File: config.mk
export PLATFORM = sky130hd
export DESIGN_NAME = sg_chain_seq
export DESIGN_NICKNAME = d
export VERILOG_FILES = /design/src/rtl/sgseq_pkg.sv /design/src/rtl/sgseq_rd_arb.sv /design/src/rtl/sgseq_chan.sv /design/src/rtl/sg_chain_seq.sv
export SDC_FILE = /design/constraint.sdc
export NUM_CORES = 2
export LEC_CHECK = 0
export BUFFER_PORTS_ARGS = -buffer_cell sky130_fd_sc_hd__buf_2
export CAP_MARGIN = 15
export CORE_AREA = 8 8 294 296
export CTS_CLUSTER_SIZE = 30
export DETAILED_ROUTE_END_ITERATION = 6
export DIE_AREA = 0 0 302 304
export PLACE_DENSITY = 0.64
export SYNTH_ARGS = -nofsm -noshare
export SYNTH_HDL_FRONTEND = slang
export SYNTH_HIERARCHICAL = 1
export SYNTH_SLANG_ARGS = --single-unit
File: constraint.sdc
create_clock -name clk -period 4.5 [get_ports clk]
set_clock_uncertainty 0.2 [all_clocks]
set_input_delay 0.9 -clock clk [delete_from_list [all_inputs] [get_ports clk]]
set_output_delay 0.9 -clock clk [all_outputs]
set_load 0.02 [all_outputs]
File: src/rtl/sgseq_pkg.sv
package sgseq_pkg;
    localparam int ADDR_W     = 32;
    localparam int DESC_WORDS = 5;
    localparam int LINK_BIT   = 31;
    localparam int TCI_BIT    = 29;
    localparam int ERI_BIT    = 27;

    typedef enum logic [1:0] {ST_IDLE, ST_FETCH, ST_XFER} seq_state_e;

    typedef struct packed {
        logic [ADDR_W-1:0] ctrl;
        logic [ADDR_W-1:0] src;
        logic [ADDR_W-1:0] dst;
        logic [ADDR_W-1:0] ccnt;
        logic [ADDR_W-1:0] next;
    } desc_t;

    // Interrupt when a completion cause bit meets its enable in the descriptor.
    function automatic logic irq_hit(logic [ADDR_W-1:0] ccnt, logic [2:0] cause);
        return |(cause & ccnt[TCI_BIT:ERI_BIT]);
    endfunction

    function automatic logic [ADDR_W-1:0] word_addr(logic [ADDR_W-1:0] base, logic [2:0] idx);
        return base + {{(ADDR_W-5){1'b0}}, idx, 2'b00};
    endfunction
endpackage

File: src/rtl/sgseq_rd_arb.sv
module sgseq_rd_arb
    import sgseq_pkg::*;
#(
    parameter int NCH = 4
) (
    input  logic                  clk,
    input  logic                  rst,
    input  logic [NCH-1:0]        req,
    input  logic [NCH*ADDR_W-1:0] addr,
    output logic [NCH-1:0]        ack,
    output logic                  rd_req,
    output logic [ADDR_W-1:0]     rd_addr,
    input  logic                  rd_ack
);
    localparam int SEL_W = (NCH > 1) ? $clog2(NCH) : 1;

    logic [SEL_W-1:0] pick, sel, own_q;
    logic             lock_q;

    always_comb begin
        pick = '0;
        for (int i = NCH - 1; i >= 0; i--) begin
            if (req[i]) pick = SEL_W'(i);
        end
    end

    assign sel     = lock_q ? own_q : pick;
    assign rd_req  = req[sel];
    assign rd_addr = addr[sel*ADDR_W +: ADDR_W];

    always_comb begin
        ack = '0;
        ack[sel] = rd_ack & rd_req;
    end

    always_ff @(posedge clk) begin
        if (rst) begin
            lock_q <= 1'b0;
            own_q  <= '0;
        end else if (rd_req && !rd_ack) begin
            lock_q <= 1'b1;
            own_q  <= sel;
        end else if (rd_ack) begin
            lock_q <= 1'b0;
        end
    end

    assert_ack_onehot_R10: assert property (@(posedge clk) disable iff (rst)
        $onehot0(ack));
    assert_addr_held_R10: assert property (@(posedge clk) disable iff (rst)
        rd_req && !rd_ack |=> rd_req && $stable(rd_addr));
endmodule

File: src/rtl/sgseq_chan.sv
module sgseq_chan
    import sgseq_pkg::*;
(
    input  logic              clk,
    input  logic              rst,
    input  logic              start_set,
    input  logic              start_clr,
    input  logic              hp_we,
    input  logic [ADDR_W-1:0] hp_wdata,
    output logic              rd_req,
    output logic [ADDR_W-1:0] rd_addr,
    input  logic              rd_ack,
    input  logic [ADDR_W-1:0] rd_data,
    output logic              go,
    output desc_t             desc,
    input  logic              done,
    input  logic [2:0]        cause,
    output logic              irq,
    output logic              busy,
    output logic [ADDR_W-1:0] ptr
);
    localparam logic [2:0] LAST_IDX = 3'(DESC_WORDS - 1);

    seq_state_e state;
    logic [2:0] idx;
    logic       halt_q;

    assign rd_req  = (state == ST_FETCH);
    assign rd_addr = word_addr(ptr, idx);
    assign busy    = (state != ST_IDLE);

    always_ff @(posedge clk) begin
        if (rst) begin
            state  <= ST_IDLE;
            idx    <= '0;
            halt_q <= 1'b0;
            ptr    <= '0;
            go     <= 1'b0;
            irq    <= 1'b0;
            desc   <= '0;
        end else begin
            go  <= 1'b0;
            irq <= 1'b0;
            case (state)
                ST_IDLE: begin
                    if (hp_we) ptr <= hp_wdata;
                    if (start_set) begin
                        state  <= ST_FETCH;
                        idx    <= '0;
                        halt_q <= 1'b0;
                    end
                end
                ST_FETCH: begin
                    if (start_clr) halt_q <= 1'b1;
                    if (rd_ack) begin
                        case (idx)
                            3'd0:    desc.ctrl <= rd_data;
                            3'd1:    desc.src  <= rd_data;
                            3'd2:    desc.dst  <= rd_data;
                            3'd3:    desc.ccnt <= rd_data;
                            default: desc.next <= rd_data;
                        endcase
                        if (idx == LAST_IDX) begin
                            if (halt_q || start_clr) begin
                                state <= ST_IDLE;
                            end else begin
                                state <= ST_XFER;
                                go    <= 1'b1;
                            end
                        end else begin
                            idx <= idx + 3'd1;
                        end
                    end
                end
                ST_XFER: begin
                    if (start_clr) halt_q <= 1'b1;
                    if (done) begin
                        irq <= irq_hit(desc.ccnt, cause);
                        if (halt_q || start_clr || !desc.ccnt[LINK_BIT]) begin
                            state <= ST_IDLE;
                        end else begin
                            ptr   <= desc.next;
                            idx   <= '0;
                            state <= ST_FETCH;
                        end
                    end
                end
                default: state <= ST_IDLE;
            endcase
        end
    end

    assert_go_after_fifth_word_R3: assert property (@(posedge clk) disable iff (rst)
        go |-> $past(state == ST_FETCH && rd_ack && idx == LAST_IDX));
    assert_irq_follows_done_R5: assert property (@(posedge clk) disable iff (rst)
        irq |-> $past(done && state == ST_XFER));
    assert_no_go_after_halt_R7: assert property (@(posedge clk) disable iff (rst)
        go |-> $past(!halt_q && !start_clr));
    assert_ptr_steady_in_fetch_R9: assert property (@(posedge clk) disable iff (rst)
        $past(state == ST_FETCH) |-> $stable(ptr));
endmodule

File: src/rtl/sg_chain_seq.sv
module sg_chain_seq
    import sgseq_pkg::*;
#(
    parameter int NCH  = 4,
    parameter int CH_W = (NCH > 1) ? $clog2(NCH) : 1
) (
    input  logic                  clk,
    input  logic                  rst,
    input  logic                  cmd_we,
    input  logic [NCH-1:0]        cmd_start,
    input  logic [NCH-1:0]        cmd_mask,
    input  logic                  hp_we,
    input  logic [CH_W-1:0]       hp_sel,
    input  logic [ADDR_W-1:0]     hp_wdata,
    output logic                  rd_req,
    output logic [ADDR_W-1:0]     rd_addr,
    input  logic                  rd_ack,
    input  logic [ADDR_W-1:0]     rd_data,
    output logic [NCH-1:0]        eng_go,
    output logic [NCH*ADDR_W-1:0] eng_ctrl,
    output logic [NCH*ADDR_W-1:0] eng_src,
    output logic [NCH*ADDR_W-1:0] eng_dst,
    output logic [NCH*ADDR_W-1:0] eng_ccnt,
    input  logic [NCH-1:0]        eng_done,
    input  logic [NCH*3-1:0]      eng_cause,
    output logic [NCH-1:0]        irq,
    output logic [NCH-1:0]        sg_busy,
    output logic [NCH*ADDR_W-1:0] cur_ptr
);
    logic [NCH-1:0]        ch_req, ch_ack;
    logic [NCH*ADDR_W-1:0] ch_addr;

    for (genvar i = 0; i < NCH; i++) begin : g_ch
        logic  set_i, clr_i, hp_i;
        desc_t d_i;

        assign set_i = cmd_we && cmd_mask[i] && cmd_start[i];
        assign clr_i = cmd_we && cmd_mask[i] && !cmd_start[i];
        assign hp_i  = hp_we && (hp_sel == CH_W'(i));

        sgseq_chan u_chan (
            .clk       (clk),
            .rst       (rst),
            .start_set (set_i),
            .start_clr (clr_i),
            .hp_we     (hp_i),
            .hp_wdata  (hp_wdata),
            .rd_req    (ch_req[i]),
            .rd_addr   (ch_addr[i*ADDR_W +: ADDR_W]),
            .rd_ack    (ch_ack[i]),
            .rd_data   (rd_data),
            .go        (eng_go[i]),
            .desc      (d_i),
            .done      (eng_done[i]),
            .cause     (eng_cause[i*3 +: 3]),
            .irq       (irq[i]),
            .busy      (sg_busy[i]),
            .ptr       (cur_ptr[i*ADDR_W +: ADDR_W])
        );

        assign eng_ctrl[i*ADDR_W +: ADDR_W] = d_i.ctrl;
        assign eng_src [i*ADDR_W +: ADDR_W] = d_i.src;
        assign eng_dst [i*ADDR_W +: ADDR_W] = d_i.dst;
        assign eng_ccnt[i*ADDR_W +: ADDR_W] = d_i.ccnt;
    end

    sgseq_rd_arb #(.NCH(NCH)) u_arb (
        .clk     (clk),
        .rst     (rst),
        .req     (ch_req),
        .addr    (ch_addr),
        .ack     (ch_ack),
        .rd_req  (rd_req),
        .rd_addr (rd_addr),
        .rd_ack  (rd_ack)
    );

    assert_busy_on_start_R6: assert property (@(posedge clk) disable iff (rst)
        cmd_we && (cmd_mask & cmd_start & ~sg_busy) != '0 |=> (sg_busy != '0));
endmodule

After elaboration in Yosys (flattened, before gate mapping)

Index checks and enable logic that the tools add are counted.

Reductions and logical operators: 117
Bitwise gates (word level): 30
Magnitude comparators: 2
Add/sub/neg operators: 8
Muxes and demuxes: 95
Shifts and indexed selects: 1
Equal/unequal tests: 59

Operators with widths:

| kind                | number |
|---|---|
| $mux 32             | 12 |
| $pmux 32 s2         | 4 |
| $add 32x5->32       | 4 |
| $shiftx 128x8->32   | 1 |
| $reduce_and 3->1    | 24 |
| $mux 3              | 20 |
| $ne 2x2->1 const B  | 28 |
| $mux 2              | 25 |
| $pmux 3 s3          | 4 |
| $reduce_and 4->1    | 8 |
| $reduce_or 4->1     | 8 |
| $reduce_bool 2->1   | 13 |
| $eq 3x2->1 const B  | 8 |
| $not 1->1           | 24 |
| $pmux 2 s3          | 4 |
| $reduce_and 6->1    | 4 |
| $reduce_or 3->1     | 8 |
| $mux 1              | 20 |
| $logic_and 1x1->1   | 18 |
| $add 3x1->3 const B | 4 |
| $and 3x3->3         | 4 |
| $eq 2x2->1 const B  | 6 |
| $eq 3x1->1 const B  | 4 |
| $eq 3x3->1 const B  | 4 |
| other kinds (15)    | 53 |

Output and inout bits: 685
Register bits after elaboration: 803
Word-level logic and storage cells: 358

Depth between registers and ports, before layout

Depth in word-level cells: 13
Depth in mapped cells: 15
Depth with buffers taken out: 11

Cells and area by module

The synthesis kept the hierarchy.

Modules (own cells, without submodules):

| module                       | cells an instance | area each (sq um) | instances |
|---|---|---|---|
| sgseq_chan at g_ch[3].u_chan | 995               | 8205.4            | 1 |
| sgseq_chan at g_ch[0].u_chan | 1010              | 8184.1            | 1 |
| sgseq_chan at g_ch[1].u_chan | 1006              | 8149.1            | 1 |
| sgseq_chan at g_ch[2].u_chan | 1006              | 8091.5            | 1 |
| sgseq_rd_arb                 | 222               | 1287.5            | 1 |
| sg_chain_seq                 | 12                | 91.3              | 1 |

Least setup slack after synthesis

No wires, ideal clock.

Path type: reg-to-output
From: register g_ch[2].u_chan.ptr[2]
To: output port rd_addr[26]
Stages on the path, launching flop included: 12
Arrival time: 2.572 ns
Buffers on the path: 1
Setup slack: 0.828 ns
Cells stage by stage: dfxtp_1 ha_1 inv_1 fa_1 nand2b_1 a21oi_1 clkbuf_1 nand4_1 xnor2_1 and2_1 a211oi_1 a31oi_1

Word-level cells in the longest chain between the ends: 2

RTL lines:

| element                | RTL line           | source |
|---|---|---|
| start, declared        | sgseq_chan.sv:20   | `output logic [ADDR_W-1:0] ptr` |
| start signal, assigned | sgseq_chan.sv:46   | `if (hp_we) ptr <= hp_wdata;` |
| start signal, assigned | sgseq_chan.sv:82   | `ptr <= desc.next;` |
| $add 32x5->32          | sgseq_pkg.sv:24    | `return base + {{(ADDR_W-5){1'b0}}, idx, 2'b00};` |
| via ch_addr[90]        | sg_chain_seq.sv:31 | `logic [NCH*ADDR_W-1:0] ch_addr;` |
| $shiftx 128x8->32      | sgseq_rd_arb.sv:29 | `assign rd_addr = addr[sel*ADDR_W +: ADDR_W];` |
| end, declared          | sg_chain_seq.sv:16 | `output logic [ADDR_W-1:0] rd_addr,` |

The timed path passes the listed nets, and every way through them passes these cells.

Final worst setup path

From: register g_ch[1].u_chan.idx[2]
To: output port rd_addr[23]

Word-level cells in the longest chain between the ends: 2

RTL lines:

| element                | RTL line           | source |
|---|---|---|
| start, declared        | sgseq_chan.sv:25   | `logic [2:0] idx;` |
| start signal, assigned | sgseq_chan.sv:71   | `idx <= idx + 3'd1;` |
| $add 32x5->32          | sgseq_pkg.sv:24    |  |
| via ch_addr[55]        | sg_chain_seq.sv:31 |  |
| $shiftx 128x8->32      | sgseq_rd_arb.sv:29 |  |

The timed path passes the listed nets, and every way through them passes these cells.

==> results.tsv <==
stage	metric	value	unit
routing	dr_wl_met2	69100	um
placement	dp.cells	5889	
routing	wl_met3	13700	um
floorplanning	coreArea	0.0816	mm^2
clock_network	clock_path_buffers	3	
cells_and_area	fin_cells	6059	
sta	setup_slack	0.111	ns
floorplanning	die-area	0.0918	mm^2
sta	holdWs	0.249	ns
power_and_ir_drop	finalPower	0.0186	W
routing	antenna_left	0	
synth	ys_types	78	
cells_and_area	fill_cells	7852	
power_and_ir_drop	pwr-share-comb	0.182	
clock_network	numCtsBuffers	88	
power_and_ir_drop	clkPwrFrac	0.411	
min_path	hold_class	reg -> reg	
cells_and_area	seq_area	0.0161	mm^2
synth	async_flop_share	0	
routing	top_layer	met5	
power_and_ir_drop	p_leak	16.5	nW
synth	netlist_area	0.0340	mm^2
routing	drc_errors	0	
cells_and_area	layout-drive-gt1-share	0.223	
sta	worst_pin_slew	1.07	ns
synth	syn_nets	4398	
sta	period_share	0.975	
setup_path	cp_max_fo	8	
synth	syn-instance-count	4251	
global_route	grt_max_degree	114	
sta	post-route-min-period	4.39	ns
cells_and_area	area.growth.synth_to_final	23.6	%
synth	avgSynthCellArea	8.00	um^2
power_and_ir_drop	power.internal	0.0129	W
global_route	grt-ovfl-total	0	
placement	preCtsSetupSlack	0.656	ns
cells_and_area	multi_input_area	0.0165	mm^2
power_and_ir_drop	power.share.switching	0.310	
clock_network	clk_latency	0.64	ns
synth	synth-warning-count	6	
routing	routed_wl	150000	um
routing	first_iter_violations	3106	
power_and_ir_drop	power_density	443	mW/mm^2
routing	drt-met1-wl	55900	um
setup_path	arrival	3.29	ns
clock_network	clock_sinks	803	
power_and_ir_drop	p_seq_frac	0.407	
clock_network	clk_pin_slew_worst_paths	0.06	ns
placement	placed_cell_area	0.0388	mm^2
floorplanning	rows	105	
synth	synth_top_area_share	0.473	
global_route	grt_pass1_vias	31000	
synth	yosys.area.top_type	dfxtp_1	
global_route	grt_pass1_wl	213000	um
placement	hpwl	103000	um
synth	synthFlopType	dfxtp_1	
setup_path	reg2reg_from	g_ch[2].u_chan/state[1]	
routing	post_drt_wl_per_cell	24.7	um
sta	setup_violations	0	
routing	vias	33400	
floorplanning	die-width	302	um
run_status	status	finished, final reports clean	
placement	portBuffers	779	
placement	gp_congestion	0.927	
sta	drv_slew	0	
run	maxCapViolCount	0	
sta	relSlewSlack	0.287	
routing	first_pass_iters	6	
synth	synth-seq-cells	803	
min_path	hold_path_depth	2	
clock_network	root_buffer	clkbuf_16	
power_and_ir_drop	switchingPower	0.00577	W
clock_network	cts_max_level	3	
global_route	grt_use_total	0.309	
global_route	antenna_found_initial	16	
sta	hold_viol_final	0	
setup_path	slowest_delay	0.52	ns
min_path	worstHoldStart	g_ch[3].u_chan/desc[123]	
synth	synth_seq_area_share	0.473	
setup_path	start_kind	flop	
cells_and_area	postLayoutCellArea	0.0420	mm^2
setup_path	r2r-end	g_ch[3].u_chan/desc[92]	
cells_and_area	final_nets	5056	
floorplanning	die_h	304	um
synth	synth_area_leaders	dfxtp_1 47%, nand2_1 15%, a21oi_1 9.8%, mux2i_1 4.1%, a211oi_1 3.0%	
floorplanning	top_level_ports	780	
clock_network	cts_hold_repair.buffers	0	
clock_network	cts_tree	done	
setup_path	r2r.worst_path.cells	12	
floorplanning	initial_core_util	0.417	
setup_path	crit_chain	ha_1 > a211o_1 > o2111a_1 > nand3_1 > xnor2_1 > nand2_1 > a31oi_1 > buf_2	
setup_path	crit_required	3.40	ns
synth	synth_edf_count	0	
setup_path	r2r_setup_slack	0.80	ns
sta	fmax	0.228	GHz
power_and_ir_drop	peakVddDrop	0.320	mV
clock_network	cts_setup_buffers	0	
setup_path	worst-setup-path-type	reg -> out	
setup_path	cp-end-kind	primary output	
routing	via_per_inst	5.52	
setup_path	slowest_stage	o2111a_1	
min_path	hold_end	g_ch[3].u_chan/desc[123]	
what timing repair did:
item,CTS,global route
resized for setup,3,19
setup endpoints to repair,5,24
pin swaps,1,3
critical path: cells and delay by family (launching register included):
| family | cells | cell delay, ns |
|---|---|---|
| simple gates | 2 | 0.26 |
| buf+inv | 1 | 0.23 |
| flops | 1 | 0.43 |
| compound gates | 3 | 0.98 |
| xor+xnor | 1 | 0.40 |
| fa+ha+maj | 1 | 0.35 |
kinds of logic after synthesis:
| group | after synthesis | share of synthesized area |
|---|---|---|
| fa+ha+maj | 52 | 0.0200 |
| buf+inv | 364 | 0.0453 |
| compound gates | 922 | 0.162 |
| mux | 138 | 0.0406 |
| xor+xnor | 112 | 0.0291 |
| flops | 803 | 0.473 |
| simple gates | 1860 | 0.231 |
power groups by stage:
| stage | clock (W) | combinational, W | sequential, W |
|---|---|---|---|
| 3_5_place_dp | 0 | 0.00332 | 0.00773 |
| 5_1_grt | 0.00805 | 0.00359 | 0.00760 |
| 4_1_cts | 0.00776 | 0.00333 | 0.00757 |
| 3_3_place_gp | 0 | 0.00331 | 0.00773 |
| 6_report | 0.00765 | 0.00339 | 0.00758 |
| 2_1_floorplan | 0 | 0.00180 | 0.00779 |
registers in the layout (all words and copies together) (netlist names):
register	cells
g_ch.u_chan/irq	4
g_ch.u_chan/state	8
g_ch.u_chan/halt_q	4
g_ch.u_chan/ptr	128
u_arb/own_q	2
u_arb/lock_q	1
g_ch.u_chan/desc	640
g_ch.u_chan/go	4
g_ch.u_chan/idx	12
final cells by class:
type                            count  share of cell area
Antenna cell                       13            0.000774
Clock buffer                      131              0.0622
Clock inverter                     26              0.0111
Inverter                           52             0.00464
Multi-Input combinational cell   3084               0.393
Sequential cell                   803               0.382
Tap cell                         1070              0.0318
Timing Repair Buffer              880               0.114
through the flow:
stage / util / setup TNS [ns]
global placement: 0.476 / 0
finish: 0.515 / 0
CTS: 0.514 / 0
detailed placement: 0.476 / 0
floorplan: - / 0
global route: 0.515 / -0.0176
layout by cell type (no fill, tap or decap), drive strengths merged, types with 4 or more instances in the layout:
cell type	count
nor3	32
a2111oi	5
mux2i	138
ha	48
diode	13
and2	55
nor2b	19
xnor2	80
xor2	32
nor4	14
nand4	51
bufinv	9
clkbuf	131
a21o	4
nand2	1404
or4bb	4
buf	880
a211oi	165
a31oi	32
nand2b	8
a222oi	4
clkinv	13
a21oi	669
nand3	40
and3	28
dfxtp	803
and3b	10
inv	53
fa	4
nor4b	4
nor2	164
and4	10
o21ai	8
routing by layer:
layer | GRT usage | vias to the layer above
met5 | 0 | -
met4 | 0.204 | 6
met3 | 0.0757 | 412
met2 | 0.496 | 1523
met1 | 0.364 | 15900
li1 | - | 15600
worst max-delay path by stage:
stage,from,to,slack (ns),cells past startpoint
global placement,g_ch[0].u_chan/idx[0],rd_addr[28],0.67,11
floorplan,g_ch[2].u_chan/ptr[2],rd_addr[26],0.83,11
global route,g_ch[1].u_chan/idx[0],rd_addr[12],-0.02,10
detailed placement,g_ch[2].u_chan/idx[0],rd_addr[12],0.66,12
finish,g_ch[1].u_chan/idx[2],rd_addr[23],0.11,8
CTS,g_ch[2].u_chan/state[1],rd_addr[9],0.005,9
synthesized netlist by cell type (39+ instances only):
library cell and number:
a211oi_1 136, nor2_1 164, a21oi_1 666, xnor2_1 79, and2_1 55, nand4_1 51
nand2_1 1402, mux2i_1 138, ha_1 48, dfxtp_1 803, buf_2 57, clkbuf_1 226
inv_1 52, nand3_1 39
Note: power is estimated with default switching activity, not from simulation.
